==> src/rtl/ftg_pkg.sv <==
package ftg_pkg;

    typedef enum logic [1:0] {H_EAV, H_BLANK, H_SAV, H_ACT} h_state_t;
    typedef enum logic {F_NORMAL, F_PAD} f_mode_t;

    localparam logic [9:0] CODE_LEAD = 10'h3FF;
    localparam logic [9:0] CODE_ZERO = 10'h000;
    localparam logic [9:0] BLANK_C   = 10'h200;
    localparam logic [9:0] BLANK_Y   = 10'h040;

    // Fourth code word: field bit fixed at 0, protection bits derived from V and H.
    function automatic logic [9:0] xyz_word(input logic v, input logic h);
        return {1'b1, 1'b0, v, h, v ^ h, h, v, v ^ h, 2'b00};
    endfunction

endpackage

==> src/rtl/ftg_hline.sv <==
module ftg_hline
    import ftg_pkg::*;
#(
    parameter int HBLANK   = 128,
    parameter int ACT_LEN  = 1934,
    parameter int FILL_LEN = 24,
    parameter int CW       = 11
) (
    input  logic          clk,
    input  logic          rst_n,
    input  logic          short_line,
    output h_state_t      state,
    output logic [CW-1:0] pos,
    output logic          line_end
);

    h_state_t      state_nx;
    logic [CW-1:0] pos_nx;
    logic [CW-1:0] last_pos;

    always_comb begin
        unique case (state)
            H_EAV:   last_pos = CW'(3);
            H_BLANK: last_pos = CW'(HBLANK - 1);
            H_SAV:   last_pos = CW'(3);
            H_ACT:   last_pos = short_line ? CW'(FILL_LEN - 1) : CW'(ACT_LEN - 1);
        endcase
        state_nx = state;
        pos_nx   = pos + CW'(1);
        if (pos == last_pos) begin
            pos_nx = '0;
            unique case (state)
                H_EAV:   state_nx = H_BLANK;
                H_BLANK: state_nx = H_SAV;
                H_SAV:   state_nx = H_ACT;
                H_ACT:   state_nx = H_EAV;
            endcase
        end
        line_end = (state == H_ACT) && (pos == last_pos);
    end

    always_ff @(posedge clk or negedge rst_n) begin
        if (!rst_n) begin
            state <= H_EAV;
            pos   <= '0;
        end else begin
            state <= state_nx;
            pos   <= pos_nx;
        end
    end

endmodule

==> src/rtl/ftg_frame_seq.sv <==
module ftg_frame_seq
    import ftg_pkg::*;
#(
    parameter int LINES     = 1213,
    parameter int ACT_FIRST = 3,
    parameter int LW        = 11
) (
    input  logic          clk,
    input  logic          rst_n,
    input  logic          line_end,
    input  logic          trig_in,
    output logic [LW-1:0] line,
    output logic          pad,
    output logic          trig_frame,
    output logic          v_bit
);

    f_mode_t       mode, mode_nx;
    logic [LW-1:0] line_nx;
    logic          abort_req, abort_nx;
    logic          pending, pending_nx;
    logic          tf_nx;
    logic          last_line, trig_abort, abort_now, pend_now;

    always_comb begin
        last_line  = (line == LW'(LINES));
        trig_abort = trig_in && (mode == F_NORMAL) && !trig_frame && !last_line && !abort_req;
        abort_now  = abort_req || trig_abort;
        pend_now   = pending || (trig_in && !trig_abort);

        mode_nx    = mode;
        line_nx    = line;
        abort_nx   = abort_now;
        pending_nx = pend_now;
        tf_nx      = trig_frame;
        if (line_end) begin
            abort_nx = 1'b0;
            if (last_line) begin
                line_nx    = LW'(1);
                mode_nx    = F_NORMAL;
                pending_nx = 1'b0;
                tf_nx      = (mode == F_PAD) || pend_now;
            end else begin
                line_nx = line + LW'(1);
                unique case (mode)
                    F_NORMAL: mode_nx = abort_now ? F_PAD : F_NORMAL;
                    F_PAD:    mode_nx = F_PAD;
                endcase
            end
        end
    end

    always_ff @(posedge clk or negedge rst_n) begin
        if (!rst_n) begin
            mode       <= F_NORMAL;
            line       <= LW'(1);
            abort_req  <= 1'b0;
            pending    <= 1'b0;
            trig_frame <= 1'b0;
        end else begin
            mode       <= mode_nx;
            line       <= line_nx;
            abort_req  <= abort_nx;
            pending    <= pending_nx;
            trig_frame <= tf_nx;
        end
    end

    always_comb begin
        pad   = (mode == F_PAD);
        v_bit = pad || (line < LW'(ACT_FIRST)) || last_line;
    end

endmodule

==> src/rtl/ftg_word_mux.sv <==
module ftg_word_mux
    import ftg_pkg::*;
(
    input  h_state_t   state,
    input  logic [1:0] pos_lsb,
    input  logic       v_bit,
    input  logic [9:0] pix_in,
    output logic [9:0] word
);

    logic [9:0] blank_word;
    logic [9:0] code_word;

    always_comb begin
        blank_word = pos_lsb[0] ? BLANK_Y : BLANK_C;
        unique case (pos_lsb)
            2'd0:    code_word = CODE_LEAD;
            2'd3:    code_word = xyz_word(v_bit, state == H_EAV);
            default: code_word = CODE_ZERO;
        endcase
        unique case (state)
            H_EAV, H_SAV: word = code_word;
            H_BLANK:      word = blank_word;
            H_ACT:        word = v_bit ? blank_word : pix_in;
        endcase
    end

endmodule

==> src/rtl/bt1120_abort_gen.sv <==
module bt1120_abort_gen
    import ftg_pkg::*;
#(
    parameter int HBLANK    = 128,
    parameter int ACT_LEN   = 1934,
    parameter int FILL_LEN  = 24,
    parameter int LINES     = 1213,
    parameter int ACT_FIRST = 3
) (
    input  logic       clk,
    input  logic       rst_n,
    input  logic [9:0] pix_in,
    input  logic       trig_in,
    output logic [9:0] vid_out,
    output logic       frame_start,
    output logic       trig_frame
);

    localparam int MAXLEN = (HBLANK > ACT_LEN) ? HBLANK : ACT_LEN;
    localparam int CW     = $clog2(MAXLEN + 1);
    localparam int LW     = $clog2(LINES + 1);

    h_state_t      h_state;
    logic [CW-1:0] h_pos;
    logic          line_end;
    logic [LW-1:0] line_no;
    logic          pad_mode;
    logic          v_bit;

    ftg_hline #(
        .HBLANK(HBLANK), .ACT_LEN(ACT_LEN), .FILL_LEN(FILL_LEN), .CW(CW)
    ) u_hline (
        .clk(clk), .rst_n(rst_n), .short_line(pad_mode),
        .state(h_state), .pos(h_pos), .line_end(line_end)
    );

    ftg_frame_seq #(
        .LINES(LINES), .ACT_FIRST(ACT_FIRST), .LW(LW)
    ) u_frame (
        .clk(clk), .rst_n(rst_n), .line_end(line_end), .trig_in(trig_in),
        .line(line_no), .pad(pad_mode), .trig_frame(trig_frame), .v_bit(v_bit)
    );

    ftg_word_mux u_mux (
        .state(h_state), .pos_lsb(h_pos[1:0]), .v_bit(v_bit),
        .pix_in(pix_in), .word(vid_out)
    );

    assign frame_start = (line_no == LW'(1)) && (h_state == H_EAV) && (h_pos == '0);

endmodule

==> config.mk <==
export PLATFORM = sky130hd
export DESIGN_NAME = bt1120_abort_gen
export DESIGN_NICKNAME = d
export VERILOG_FILES = /design/src/rtl/ftg_pkg.sv /design/src/rtl/ftg_hline.sv /design/src/rtl/ftg_frame_seq.sv /design/src/rtl/ftg_word_mux.sv /design/src/rtl/bt1120_abort_gen.sv
export SDC_FILE = /design/constraint.sdc
export NUM_CORES = 1
export LEC_CHECK = 0
export ABC_AREA = 0
export CAP_MARGIN = 20
export CORE_MARGIN = 10
export CORE_UTILIZATION = 45
export CTS_CLUSTER_DIAMETER = 30
export DETAILED_ROUTE_END_ITERATION = 6
export DONT_BUFFER_PORTS = 1
export PLACE_DENSITY = 0.63
export SYNTH_ARGS = -nofsm -noshare
export SYNTH_HDL_FRONTEND = slang
export SYNTH_SLANG_ARGS = --single-unit
==> constraint.sdc <==
create_clock -name clk -period 5.15 [get_ports clk]
set_input_delay 0.515 -clock clk [delete_from_list [all_inputs] [get_ports clk]]
set_output_delay 0.515 -clock clk [all_outputs]
set_load 0.05 [all_outputs]
; ---- Word level (Yosys, flattened, before mapping)
; Index checks and enable logic that the tools add are counted.
[word_totals]
reg_bits = 28
input_bits = 13
out_inout_bits = 12
elab_cells = 56
[op_classes]
addsub = 2
magnitude_cmp = 1
n_eq_ne = 7
n_mux = 15
n_bitwise = 2
reduce_logical = 22
[ops]
columns = operator, count
row1 = 2-to-1 mux 11 bit, 3
row2 = one-hot mux 11 bit (3 select lines), 1
row3 = one-hot mux 10 bit (3 select lines), 1
row4 = adder 11 x 1 -> 11 bit (second input constant), 2
row5 = 2-to-1 mux 10 bit, 2
row6 = one-hot mux 10 bit (2 select lines), 1
row7 = equality test 11 x 1 -> 1 bit (second input constant), 1
row8 = equality test 11 bit, 1
row9 = equality test 11 bit (second input constant), 1
row10 = logical NOT 11 bit, 1
row11 = less-than comparator 11 x 2 -> 1 bit (second input constant), 1
row12 = logical AND 1 bit, 8
row13 = one-hot mux 2 bit (4 select lines), 1
row14 = equality test 2 bit (second input constant), 3
row15 = logical OR 1 bit, 5
row16 = 2-to-1 mux 1 bit, 5
row17 = logical NOT 1 bit, 4
row18 = logical NOT 2 bit, 2
row19 = equality test 2 x 1 -> 1 bit (second input constant), 1
row20 = one-hot mux 1 bit (2 select lines), 1
row21 = AND reduction 2 bit, 1
row22 = OR reduction 2 bit, 1
row23 = inverter 1 bit, 1
row24 = bitwise XOR 1 bit, 1

; ---- Logic depth before layout (Yosys ltp)
[logic_depth]
depth_word = 10
depth_mapped = 8
mapped_depth_nobuf = 7

; ---- Modules after synthesis
; A second synthesis with hierarchy kept.
[unflattened]
cells_unflattened = 200
area_unflattened_um2 = 1880.6
[by_module_without_submodules]
columns = module, instances, cells_per_inst, area_per_inst_um2, seq_area_each_um2
row1 = ftg_frame_seq, 1, 79, 789.5, 376.6
row2 = ftg_hline, 1, 79, 780.7, 325.3
row3 = ftg_word_mux, 1, 33, 231.5, 0.0
row4 = bt1120_abort_gen, 1, 9, 78.8, 0.0

; ---- Least setup slack after synthesis
; OpenSTA, ideal clock, no wires.
[synth_timing]
path_kind = register to output
startpoint = register u_hline.pos[0]
endpoint = output frame_start
t_arrival_ns = 2.505
t_required_ns = 4.635
setup_slack_ns = 2.130
stages_incl_launch_ff = 7
n_path_buf = 0
cell_sequence = dfrtp_1 > inv_1 > ha_1 > inv_1 > nor4_1 > nand4_1 > nor4_1
[synth_via]
elab_chain_len = 2
[synth_rtl]
columns = element, line_no
row1 = start: declaration, ftg_hline.sv:13  ; output logic [CW-1:0] pos,
row2 = start signal: assignment, ftg_hline.sv:48  ; pos <= pos_nx;
row3 = logical NOT 11 bit, bt1120_abort_gen.sv:49  ; assign frame_start = (line_no == LW'(1)) && (h_state == H_EAV) && (h_pos == '0);
row4 = logical AND 1 bit, bt1120_abort_gen.sv:49
row5 = end: declaration, bt1120_abort_gen.sv:15  ; output logic frame_start,
; No other way between the ends.

; ---- Worst setup path after layout
[layout_timing]
startpoint = register u_hline.state[0]
endpoint = output vid_out[7]
[layout_via]
elab_chain_len = 3
word_cells_on_any_way = 6
cone_classes = 3 x eq/ne / 1 x mux / 2 x reduce/logical
[layout_rtl]
columns = element, line_no
row1 = start: declaration, ftg_hline.sv:12  ; output h_state_t state,
row2 = start signal: assignment, ftg_hline.sv:47  ; state <= state_nx;
row3 = equality test 2 bit / logical NOT 2 bit (equally long branches), ftg_word_mux.sv:21  ; unique case (state)
row4 = OR reduction 2 bit (no line), n/a
row5 = one-hot mux 10 bit (3 select lines) *, ftg_word_mux.sv:21
row6 = end: declaration, bt1120_abort_gen.sv:14  ; output logic [9:0] vid_out,
; Every way passes the cells marked *; elsewhere a longest branch is shown, timed or not.

==> flow_summary.toml <==
[clock_network]
cts_root_buf = "clkbuf_8"
clock_sinks = 28
cts_tree = "done"
cts_buffers = 3
cts_setup_buffers = 0
post_cts_resize_count = 0
h-tree-depth = 1
clock_latency_ns = 0.28
clockBufferDepth = 2
path_clk_slew_ns = 0.10

[grt]
grtUsageTotal_pct = 13.0
grt_pass1_vias = 1699
antenna_found_initial = 0
grt_pass1_wl_um = 8140
grt_max_degree = 28
grt-ovfl-total = 0

[synth]
synth_top_area_share_pct = 34.4
ys_warn_count = 0
synthArstFlopShare_pct = 100
synthesis.area_um2 = 1970
netlist_top_cells_count = "27 x dfrtp_1, 21 x nor2_1, 18 x nand2_1, 11 x a21oi_1"
yosysMostFrequentCell = "dfrtp_1"
synth_top_flop_cell = "dfrtp_1"
netlist_top_cells_area = "dfrtp_1 34%, ha_1 5.7%, nor2_1 4.0%, nand2_1 3.4%, xor2_1 3.1%"
syn_area_per_cell_um2 = 8.98
synth-edff-count = 0
syn_inst = 219
yosysUniqueCellTypes = 48
seq_area_frac_synth_pct = 35.7
yosys.area.top_type = "dfrtp_1"
synth_seq_cells = 28
synth_nets = 241

[routing]
ant_nets = 0
drt-total-wl_um = 4760
num_vias = 1673
first_pass_iters = 4
drt_iter0_drc = 105
viasPerCell = 6.29
drc_errors = 0
post_drt_wl_per_cell_um = 17.9

[die]
die_area_um2 = 7410
core_um2 = 4120
die_w_um = 86.1
fp.dieH_um = 86.1
io_pins = 25
rows = 23
initial_core_util_pct = 47.8

[final_layout]
n_fill_cell = 398
register_area_um2 = 702
drive_gt1_share_pct = 8.33
multiInputGateArea_um2 = 1180
syn_to_final_growth_pct = 6.04
final_area_um2 = 2090
antenna_cells = 0
finalNetCount = 239

[sta]
final.setup.tns_ns = 0
min_period_ns = 3.33
setup_violations = 0
drv_slew = 0
rsz0062_at_grt = "no"
hold_viol_final = 0
max_slew_margin_pct = 33.0
clock.fmax_mhz = 301
fin_crit_sh_pct = 64.6
finalClockSkew_ns = 0.00465
worst_pin_slew_ns = 0.998

[run]
maxCapViolCount = 0

[outcome]
status = "complete, no violations"

[pwr]
p_leak_nw = 0.856
powerDensity_nw_per_um2 = 194
ir_worst_vdd_uv = 92.8

[critical_path]
cpLargestDelayFamily = "compound AO/OA/AOI/OAI gates"
worstSetupPathType = "flip-flop to output port"
critPathLaunchType = "flip-flop"
end_kind = "output port"
cp.required_ns = 4.64
critPathMaxFanout = 20
crit_slowest_cell = "ha_1"
path_cells = "ha_1 > nand2b_1 > a21oi_1 > nand2_1 > o21ai_1"
slowest_delay_ns = 0.66
critPathArrivalTime_ns = 2.81
path_buf_inv = 0

[worst_hold_path]
hp-class = "input port to async pin"

[placement]
port_buffers = 0
place_area_um2 = 1990
dp_hpwl_um = 3510
gp_congestion = 0.795
-- flip-flops by register name, indices dropped and copies added, names as in the netlist --
signal / cells
u_frame.abort_req: 1
u_frame.pending: 1
u_frame.trig_frame: 1
u_hline.pos: 11
u_frame.pad: 1
u_frame.line: 11
u_hline.state: 2
-- logic make-up (layout without fill, tap and decap cells) --
group,after synthesis,in the layout,share of synthesized area (%)
multiplexers,6,6,3.56
buffers and inverters,19,16,4.58
adder cells (fa/ha/maj),9,9,5.73
AO/OA/AOI/OAI,47,47,17.6
AND/OR/NAND/NOR,97,97,27.0
flip-flops,28,28,35.7
XOR/XNOR,13,13,5.79
-- cell type report --
cell class,count,share of cell area [%]
multi-input combinational,172,56.6
sequential,28,33.7
tap,50,3.00
clock buffer,3,1.98
timing repair buffer,3,1.68
inverter,9,1.62
clock inverter,1,1.44
-- final timing paths --
path	start	endpoint	slack [ns]	depth (start not counted)
max	u_hline.state[0]	vid_out[7]	1.82	5
min	rst_n	u_frame.line[3]	0.03	1
max reg2reg	u_hline.state[0]	u_hline.state[1]	1.83	6
min reg2reg	u_frame.line[8]	u_frame.line[8]	0.54	1
max in group asynchronous	rst_n	u_hline.pos[0]	4.96	1
min in group clk	trig_in	u_frame.trig_frame	0.41	2
-- per-stage QoR --
stage          utilization, %  std cells  power [mW]  hold WS, ns  worst slack [ns]
3_3_place_gp             48.5        261       0.224        0.220              1.99
2_1_floorplan               -        219       0.224        0.219              2.13
3_5_place_dp             48.5        261       0.224        0.221              1.86
6_report                 50.7        266       0.405       0.0332              1.82
4_1_cts                  50.7        266       0.407       0.0383              1.83
5_1_grt                  50.7        266       0.418       0.0273              1.63
-- placed cells by master, fill, tap and decap left out, drive strengths merged, types with 3 or more instances in the layout --
cell,count
nor4,6
nand2,18
and3,8
o31ai,6
a22o,3
buf,3
mux2,5
nor2,21
xnor2,6
nand3,9
nand3b,3
o21ai,7
o41ai,5
a21o,3
dfrtp,27
nand4,5
ha,9
or3,6
clkbuf,3
nor3,9
nor2b,3
inv,9
xor2,7
a21oi,11
-- power breakdown --
group / internal, mW / switching [mW] / total, mW
logic: 0.00168 / 0.00388 / 0.00556
clock network: 0.104 / 0.0752 / 0.179
registers: 0.220 / 0.0000000000000000254 / 0.220
total: 0.326 / 0.0791 / 0.405
-- repair_timing --
action,CTS,global route
hold buffers,1,0
hold endpoints to repair,27,0
setup endpoints to repair,0,0
-- metal layers --
layer	track usage [%]	vias up	wire, µm
li1	-	798	-
met1	15.0	816	1970
met2	23.1	49	2540
met3	2.46	10	157
met4	4.49	0	91
met5	0	-	0
Note: power is estimated with default switching activity, not from simulation.
